### src/rtl/idx_seq_pkg.sv
package idx_seq_pkg;

    localparam int CMD_W    = 64;
    localparam int ENTRY_W  = 32;
    localparam int RADDR_W  = 24;
    localparam int CODE_W   = 8;
    // field positions, numbered from the most significant bit as 0
    localparam int FLAG_POS = 37;
    localparam int ADDR_POS = 8;
    localparam int STEP_B   = 4;

    typedef enum logic [1:0] {
        ST_IDLE,
        ST_FETCH,
        ST_BEAT
    } seq_st_e;

    typedef enum logic [2:0] {
        K_BAD,
        K_WRITE,
        K_READ,
        K_CTRL,
        K_SENSE,
        K_RDBACK
    } cmd_kind_e;

endpackage

### src/rtl/idx_cmd_decode.sv
module idx_cmd_decode
    import idx_seq_pkg::*;
(
    input  logic [CMD_W-1:0]   word,
    output cmd_kind_e          kind,
    output logic               ok,
    output logic               bwd,
    output logic               ind,
    output logic [RADDR_W-1:0] addr
);
    localparam int CODE_HI = CMD_W - 1;
    localparam int ADDR_HI = CMD_W - 1 - ADDR_POS;
    localparam int FLAG_IX = CMD_W - 1 - FLAG_POS;

    logic [CODE_W-1:0] code;
    logic              spare_unused;

    assign code = word[CODE_HI -: CODE_W];
    assign addr = word[ADDR_HI -: RADDR_W];
    assign ind  = word[FLAG_IX];
    assign spare_unused = ^{word[ADDR_HI-RADDR_W:FLAG_IX+1], word[FLAG_IX-1:0]};

    always_comb begin
        kind = K_BAD;
        unique case (code[1:0])
            2'b01: kind = K_WRITE;
            2'b10: kind = K_READ;
            2'b11: kind = K_CTRL;
            default: begin
                if (code[3:0] == 4'b0100)      kind = K_SENSE;
                else if (code[3:0] == 4'b1100) kind = K_RDBACK;
                else                           kind = K_BAD;
            end
        endcase
    end

    assign ok  = (kind != K_BAD);
    assign bwd = (kind == K_RDBACK);

endmodule

### src/rtl/idx_entry_check.sv
module idx_entry_check
    import idx_seq_pkg::*;
#(
    parameter int BLK_W = 11
) (
    input  logic [ENTRY_W-1:0] entry,
    input  logic               first,
    input  logic               bwd,
    output logic               ok,
    output logic [RADDR_W-1:0] addr
);
    localparam int PAD_W = ENTRY_W - RADDR_W;

    logic pad_clear;
    logic edge_ok;

    assign addr      = entry[RADDR_W-1:0];
    assign pad_clear = (entry[ENTRY_W-1 -: PAD_W] == '0);

    generate
        if (BLK_W > 0) begin : g_edge
            assign edge_ok = bwd ? (&entry[BLK_W-1:0]) : (~|entry[BLK_W-1:0]);
        end else begin : g_noedge
            assign edge_ok = 1'b1;
        end
    endgenerate

    assign ok = pad_clear && (first || edge_ok);

endmodule

### src/rtl/idx_addr_step.sv
module idx_addr_step
    import idx_seq_pkg::*;
#(
    parameter int BLK_W = 11
) (
    input  logic [RADDR_W-1:0] cur,
    input  logic               bwd,
    output logic [RADDR_W-1:0] nxt,
    output logic               at_edge
);
    assign nxt     = bwd ? (cur - RADDR_W'(1)) : (cur + RADDR_W'(1));
    assign at_edge = bwd ? (~|cur[BLK_W-1:0]) : (&cur[BLK_W-1:0]);
endmodule

### src/rtl/idx_chan_seq.sv
module idx_chan_seq
    import idx_seq_pkg::*;
#(
    parameter int BLK_W = 11,
    parameter int CNT_W = 16
) (
    input  logic                 clk,
    input  logic                 rst_n,
    input  logic                 start,
    input  logic [CMD_W-1:0]     cmd_word,
    input  logic [CNT_W-1:0]     byte_cnt,
    output logic                 busy,
    output logic                 mem_req,
    output logic [RADDR_W-1:0]   mem_addr,
    input  logic                 mem_gnt,
    input  logic [ENTRY_W-1:0]   mem_rdata,
    output logic                 beat_valid,
    output logic [RADDR_W-1:0]   beat_addr,
    input  logic                 beat_ready,
    output logic                 done,
    output logic                 err
);
    localparam int ADDR_W = RADDR_W;

    typedef struct packed {
        seq_st_e           st;
        logic [ADDR_W-1:0] cur;
        logic [ADDR_W-1:0] lptr;
        logic [CNT_W-1:0]  cnt;
        logic              bwd;
        logic              ind;
        logic              first;
        logic              done;
        logic              err;
    } seq_t;

    seq_t r_d, r_q;

    cmd_kind_e         dec_kind;
    logic              dec_ok, dec_bwd, dec_ind;
    logic [ADDR_W-1:0] dec_addr;
    logic              chk_ok;
    logic [ADDR_W-1:0] chk_addr;
    logic [ADDR_W-1:0] step_nxt;
    logic              step_edge;
    logic              kind_unused;

    idx_cmd_decode u_dec (
        .word (cmd_word),
        .kind (dec_kind),
        .ok   (dec_ok),
        .bwd  (dec_bwd),
        .ind  (dec_ind),
        .addr (dec_addr)
    );

    assign kind_unused = (dec_kind == K_SENSE);

    idx_entry_check #(.BLK_W(BLK_W)) u_chk (
        .entry (mem_rdata),
        .first (r_q.first),
        .bwd   (r_q.bwd),
        .ok    (chk_ok),
        .addr  (chk_addr)
    );

    idx_addr_step #(.BLK_W(BLK_W)) u_step (
        .cur     (r_q.cur),
        .bwd     (r_q.bwd),
        .nxt     (step_nxt),
        .at_edge (step_edge)
    );

    always_comb begin
        r_d      = r_q;
        r_d.done = 1'b0;
        r_d.err  = 1'b0;
        unique case (r_q.st)
            ST_IDLE: begin
                if (start) begin
                    r_d.bwd   = dec_bwd;
                    r_d.ind   = dec_ind;
                    r_d.cnt   = byte_cnt;
                    r_d.first = 1'b1;
                    if (!dec_ok) begin
                        r_d.err = 1'b1;
                    end else if (byte_cnt == '0) begin
                        r_d.done = 1'b1;
                    end else if (dec_ind) begin
                        if (dec_addr[1:0] != 2'b00) begin
                            r_d.err = 1'b1;
                        end else begin
                            r_d.lptr = dec_addr;
                            r_d.st   = ST_FETCH;
                        end
                    end else begin
                        r_d.cur = dec_addr;
                        r_d.st  = ST_BEAT;
                    end
                end
            end
            ST_FETCH: begin
                if (mem_gnt) begin
                    if (!chk_ok) begin
                        r_d.err = 1'b1;
                        r_d.st  = ST_IDLE;
                    end else begin
                        r_d.cur   = chk_addr;
                        r_d.first = 1'b0;
                        r_d.st    = ST_BEAT;
                    end
                end
            end
            ST_BEAT: begin
                if (beat_ready) begin
                    r_d.cnt = r_q.cnt - CNT_W'(1);
                    if (r_q.cnt == CNT_W'(1)) begin
                        r_d.done = 1'b1;
                        r_d.st   = ST_IDLE;
                    end else if (r_q.ind && step_edge) begin
                        r_d.lptr = r_q.lptr + ADDR_W'(STEP_B);
                        r_d.st   = ST_FETCH;
                    end else begin
                        r_d.cur = step_nxt;
                    end
                end
            end
            default: r_d.st = ST_IDLE;
        endcase
    end

    always_ff @(posedge clk or negedge rst_n) begin
        if (!rst_n) begin
            r_q <= '{st: ST_IDLE, cur: '0, lptr: '0, cnt: '0, bwd: 1'b0,
                     ind: 1'b0, first: 1'b0, done: 1'b0, err: 1'b0};
        end else begin
            r_q <= r_d;
        end
    end

    assign busy       = (r_q.st != ST_IDLE);
    assign mem_req    = (r_q.st == ST_FETCH);
    assign mem_addr   = r_q.lptr;
    assign beat_valid = (r_q.st == ST_BEAT);
    assign beat_addr  = r_q.cur;
    assign done       = r_q.done;
    assign err        = r_q.err;

    // an offered beat waits unchanged for acceptance
    p_beat_hold_r11: assert property (@(posedge clk) disable iff (!rst_n)
        beat_valid && !beat_ready |=> beat_valid && $stable(beat_addr));

    // a list read stays posted until granted
    p_req_hold_r4: assert property (@(posedge clk) disable iff (!rst_n)
        mem_req && !mem_gnt |=> mem_req && $stable(mem_addr));

    // list reads and data beats never overlap
    p_no_overlap_r4: assert property (@(posedge clk) disable iff (!rst_n)
        !(mem_req && beat_valid));

    // list reads are always word aligned
    p_list_align_r9: assert property (@(posedge clk) disable iff (!rst_n)
        mem_req |-> mem_addr[1:0] == 2'b00);

    // direct forward beats step by one
    p_fwd_step_r3: assert property (@(posedge clk) disable iff (!rst_n)
        beat_valid && beat_ready && r_q.cnt != CNT_W'(1) && !r_q.ind && !r_q.bwd
        |=> beat_valid && beat_addr == $past(beat_addr) + ADDR_W'(1));

    // the last beat ends the run with done and nothing else
    p_last_beat_r10: assert property (@(posedge clk) disable iff (!rst_n)
        beat_valid && beat_ready && r_q.cnt == CNT_W'(1)
        |=> done && !mem_req && !beat_valid);

    // a list word with a nonzero pad byte stops the run
    p_pad_err_r8: assert property (@(posedge clk) disable iff (!rst_n)
        mem_req && mem_gnt && mem_rdata[ENTRY_W-1:RADDR_W] != '0 |=> err && !busy);

    // a forward follow-on word off a block start stops the run
    p_fwd_edge_r7: assert property (@(posedge clk) disable iff (!rst_n)
        mem_req && mem_gnt && !r_q.first && !r_q.bwd && mem_rdata[BLK_W-1:0] != '0
        |=> err && !beat_valid);

    // a forward beat at a block end fetches the next word
    p_next_fetch_r6: assert property (@(posedge clk) disable iff (!rst_n)
        beat_valid && beat_ready && r_q.ind && !r_q.bwd && r_q.cnt != CNT_W'(1)
        && (&beat_addr[BLK_W-1:0])
        |=> mem_req && mem_addr == $past(mem_addr) + ADDR_W'(STEP_B));

    // done and err never coincide
    p_one_end_r2: assert property (@(posedge clk) disable iff (!rst_n)
        !(done && err));

endmodule

### config.mk
export PLATFORM = sky130hd
export DESIGN_NAME = idx_chan_seq
export DESIGN_NICKNAME = d
export VERILOG_FILES = /design/src/rtl/idx_seq_pkg.sv /design/src/rtl/idx_cmd_decode.sv /design/src/rtl/idx_entry_check.sv /design/src/rtl/idx_addr_step.sv /design/src/rtl/idx_chan_seq.sv
export SDC_FILE = /design/constraint.sdc
export NUM_CORES = 1
export LEC_CHECK = 0
export BUFFER_PORTS_ARGS = -buffer_cell sky130_fd_sc_hd__buf_4
export CORE_ASPECT_RATIO = 2
export CORE_MARGIN = 2
export CORE_UTILIZATION = 34
export DETAILED_ROUTE_END_ITERATION = 12
export PLACE_DENSITY = 0.56
export SLEW_MARGIN = 20
export SYNTH_ARGS = -nofsm -noshare
export SYNTH_HDL_FRONTEND = slang
export SYNTH_SLANG_ARGS = --single-unit
### constraint.sdc
create_clock -name clk -period 5.01 [get_ports clk]
set_input_delay 1.2525 -clock clk [delete_from_list [all_inputs] [get_ports clk]]
set_output_delay 1.2525 -clock clk [all_outputs]
set_load 0.005 [all_outputs]
==> flow_summary.yaml <==
run_status:
  status: "finished clean"
yosys:
  postSynthCellCount: 777
  synth_cell_types: 72
  synth_simple_gate_area_share_pct: 23.1
  synth_fp_nets: 924
  async_flop_share_pct: 100
  ys_seq_area_share_pct: 29.1
  synth_area_per_cell_sq_um: 7.87
  yosys_warnings: 0
  synth_top_family_by_area: "compound AO/OA/AOI/OAI gates"
  yosys-top-cells-area: "dfrtp_1 (29%), buf_4 (6.1%), ha_1 (5.9%)"
  synth_adder_area_share_pct: 6.26
  synth_compound_area_share_pct: 27.2
  synth_top_area_share_pct: 29.1
  synth.area.mux_share_pct: 1.56
  synthXorXnorAreaFrac_pct: 2.44
  synth_edf_count: 0
  synth_seq_cells: 71
  synth_ff_type: "dfrtp_1"
  yosysTopAreaCell: "dfrtp_1"
  synth_area_sq_um: 6110
timing:
  finalHoldViolCount: 0
  rsz0062_at_grt: "no"
  clock_skew_ns: 0.00803
  finalSetupViolCount: 0
  worst_pin_slew_ns: 1.01
  fmax_mhz: 298
  drv_slew: 0
  hold-worst-slack_ns: 0.490
  period_needed_ns: 3.35
  period_share_pct: 66.9
  fin_setup_tns_ns: 0
  max_slew_margin_pct: 32.7
routing:
  via_per_inst: 5.69
  drtAntennaViolNets: 0
  wl_met1_um: 7540
  vias: 6017
  drt-pass1-iter-count: 5
  wl_per_cell_um: 19.0
  drt-total-wl_um: 20100
  highest_layer: "met4"
  drc: 0
  met2WireLength_um: 11400
  wl_met3_um: 640
  initialDrtViolationCount: 327
grt:
  grt_pass1_wl_um: 31700
  grt_pass1_vias: 5971
  antenna_found_initial: 0
  grt_max_degree: 72
  grt.overflow.total: 0
  grt_usage_pct: 20.9
die:
  die-height_um: 194
  die_w_um: 98.8
  die_area_sq_um: 19100
  initial_utilization_pct: 34.5
  ioPinCount: 170
  rows: 69
  core_area_sq_um: 17700
placement:
  place_area_sq_um: 6910
  port_buffers: 134
  hpwl_um: 15100
  dp.cells: 1043
  gp_congestion: 0.837
final_layout:
  drive_above_1_share_pct: 21.5
  layoutNonFillerInstCount: 1058
  design_area_sq_um: 7170
  diodes: 0
  final_nets: 988
  fin_util_pct: 40.5
  area_delta_synth_final_pct: 17.4
critical_path:
  crit_type: "primary input to flop"
  crit_path_end_kind: "flop"
  cp.required_ns: 5.23
  startpoint_type: "primary input"
  slowest_stage: "nor4_1"
  cp.arrival_ns: 3.57
  cpPeakStageDelay_ns: 0.51
  worstPathMaxFanout: 40
  cp_cell_sequence: "buf_4, nor4_1, a31oi_1, a21oi_1, nand2_1, nand2_1, nand3_1, buf_4, o21bai_1, o2bb2ai_1"
cts:
  tritoncts: "built"
  clock_latency_ns: 0.34
  holdBufCountCts: 0
  clock_path_buffers: 2
  numCtsBuffers: 9
  cts_sinks: 71
  htree_num_levels: 3
  post_cts_buffers: 0
  cts_repair_resize_count: 0
  clk_pin_slew_ns: 0.06
  root_buffer: "clkbuf_16"
power_and_ir_drop:
  ir_worst_vdd_v: 0.000243
  p_leak_nw: 3.18
  cellPowerDensity_nw_per_um2: 563
job:
  drv_cap: 0
worst_hold_path:
  hold_class: "flop to flop"
## cell usage in the layout (no fill, tap or decap), types with 3 or more instances in the layout
cell type,instances
mux2i_1,5
a221oi_1,14
a22oi_1,14
nand2b_1,6
clkbuf_1,4
nor2_1,63
xor2_1,8
inv_1,23
a21oi_1,62
clkbuf_16,9
nor3b_1,3
o21bai_1,7
xnor2_1,9
mux2_2,4
and3_1,6
a211oi_1,7
o21ai_1,11
a31oi_1,7
o211ai_1,5
o21ai_0,52
a221oi_2,9
nand3_1,34
nor4_1,15
nand2_1,92
nand4_1,17
or3_1,7
buf_4,144
o31ai_1,10
nor3_1,21
nor2b_1,9
dfrtp_1,71
a21o_1,11
a222oi_1,4
o21a_1,5
ha_1,28
## critical path, delay by kind of cell
| kind | cells | cell delay, ns |
|---|---|---|
| compound gates | 4 | 0.76 |
| simple gates | 4 | 1.02 |
| buf+inv | 2 | 0.53 |
## state kept, by name, indices dropped and copies added (netlist names)
signal     count
err            1
beat_addr     24
r_q           21
mem_addr      24
done           1
## cell families after synthesis
group           count (synthesis)
compound gates                246
xor+xnor                       17
fa+ha+maj                      30
buf+inv                       114
flops                          71
mux                             9
simple gates                  290
## report_power, final
| part | switching, mW | leakage, nW | internal [mW] |
|---|---|---|---|
| Sequential | 0.359 | 0.887 | 0.828 |
| Clock | 0.247 | 0.127 | 0.346 |
| Combinational | 1.29 | 2.17 | 0.965 |
| Total | 1.90 | 3.18 | 2.14 |
## stage by stage
| stage | setup slack (ns) | total power [mW] |
|---|---|---|
| 2_1_floorplan | 2.11 | 2.85 |
| 3_3_place_gp | 1.21 | 3.45 |
| 3_5_place_dp | 1.22 | 3.47 |
| 4_1_cts | 1.58 | 4.08 |
| 5_1_grt | 1.44 | 4.40 |
| 6_report | 1.66 | 4.04 |
## cell type report
class	count	area, sq um
clock buffer	14	254
clock inverter	1	5.00
fill	1847	10500
inverter	23	86.3
multi-input combinational	592	3700
sequential	71	1780
tap	213	267
timing repair buffer	144	1080
## path summary, 6_finish.rpt
kind / cells after the start / slack, ns / to / start
setup / recovery: 10 / 1.66 / beat_addr[23] / mem_rdata[6]
hold / removal: 2 / 0.49 / r_q[4] / r_q[4]
setup reg to reg: 10 / 1.87 / beat_addr[21] / r_q[4]
hold reg to reg: 2 / 0.49 / r_q[4] / r_q[4]
max in group asynchronous: 1 / 3.26 / beat_addr[5] / rst_n
min in group asynchronous: 1 / 1.04 / r_q[9] / rst_n
## cell usage after synthesis, drive strengths merged, types with 2 or more instances
master    n
dfrtp    71
mux2      4
nor2b     9
a311oi    2
nand3b    2
nand2b    6
inv      23
o2111ai   2
nand2    92
a221oi   23
nor3b     3
nand4    18
o21a      5
clkbuf   33
or3       7
a211oi    8
o21bai    7
a21oi    63
nor2     65
buf      58
o211ai    5
a31oi     7
nand3    36
a222oi    4
o31ai    10
a31o      3
a41o      2
o211a     2
a21o     11
xor2      8
or4       3
o21ai    65
nor4     15
xnor2     9
mux2i     5
o22ai     2
and3      6
and2      2
ha       29
nor3     21
a22oi    14
## metal layers
metal,up-vias,track usage (%)
li1,2960,-
met1,2876,23.1
met2,151,39.9
met3,30,2.24
met4,0,7.91
met5,-,0
(Power assumes the default switching activity.)
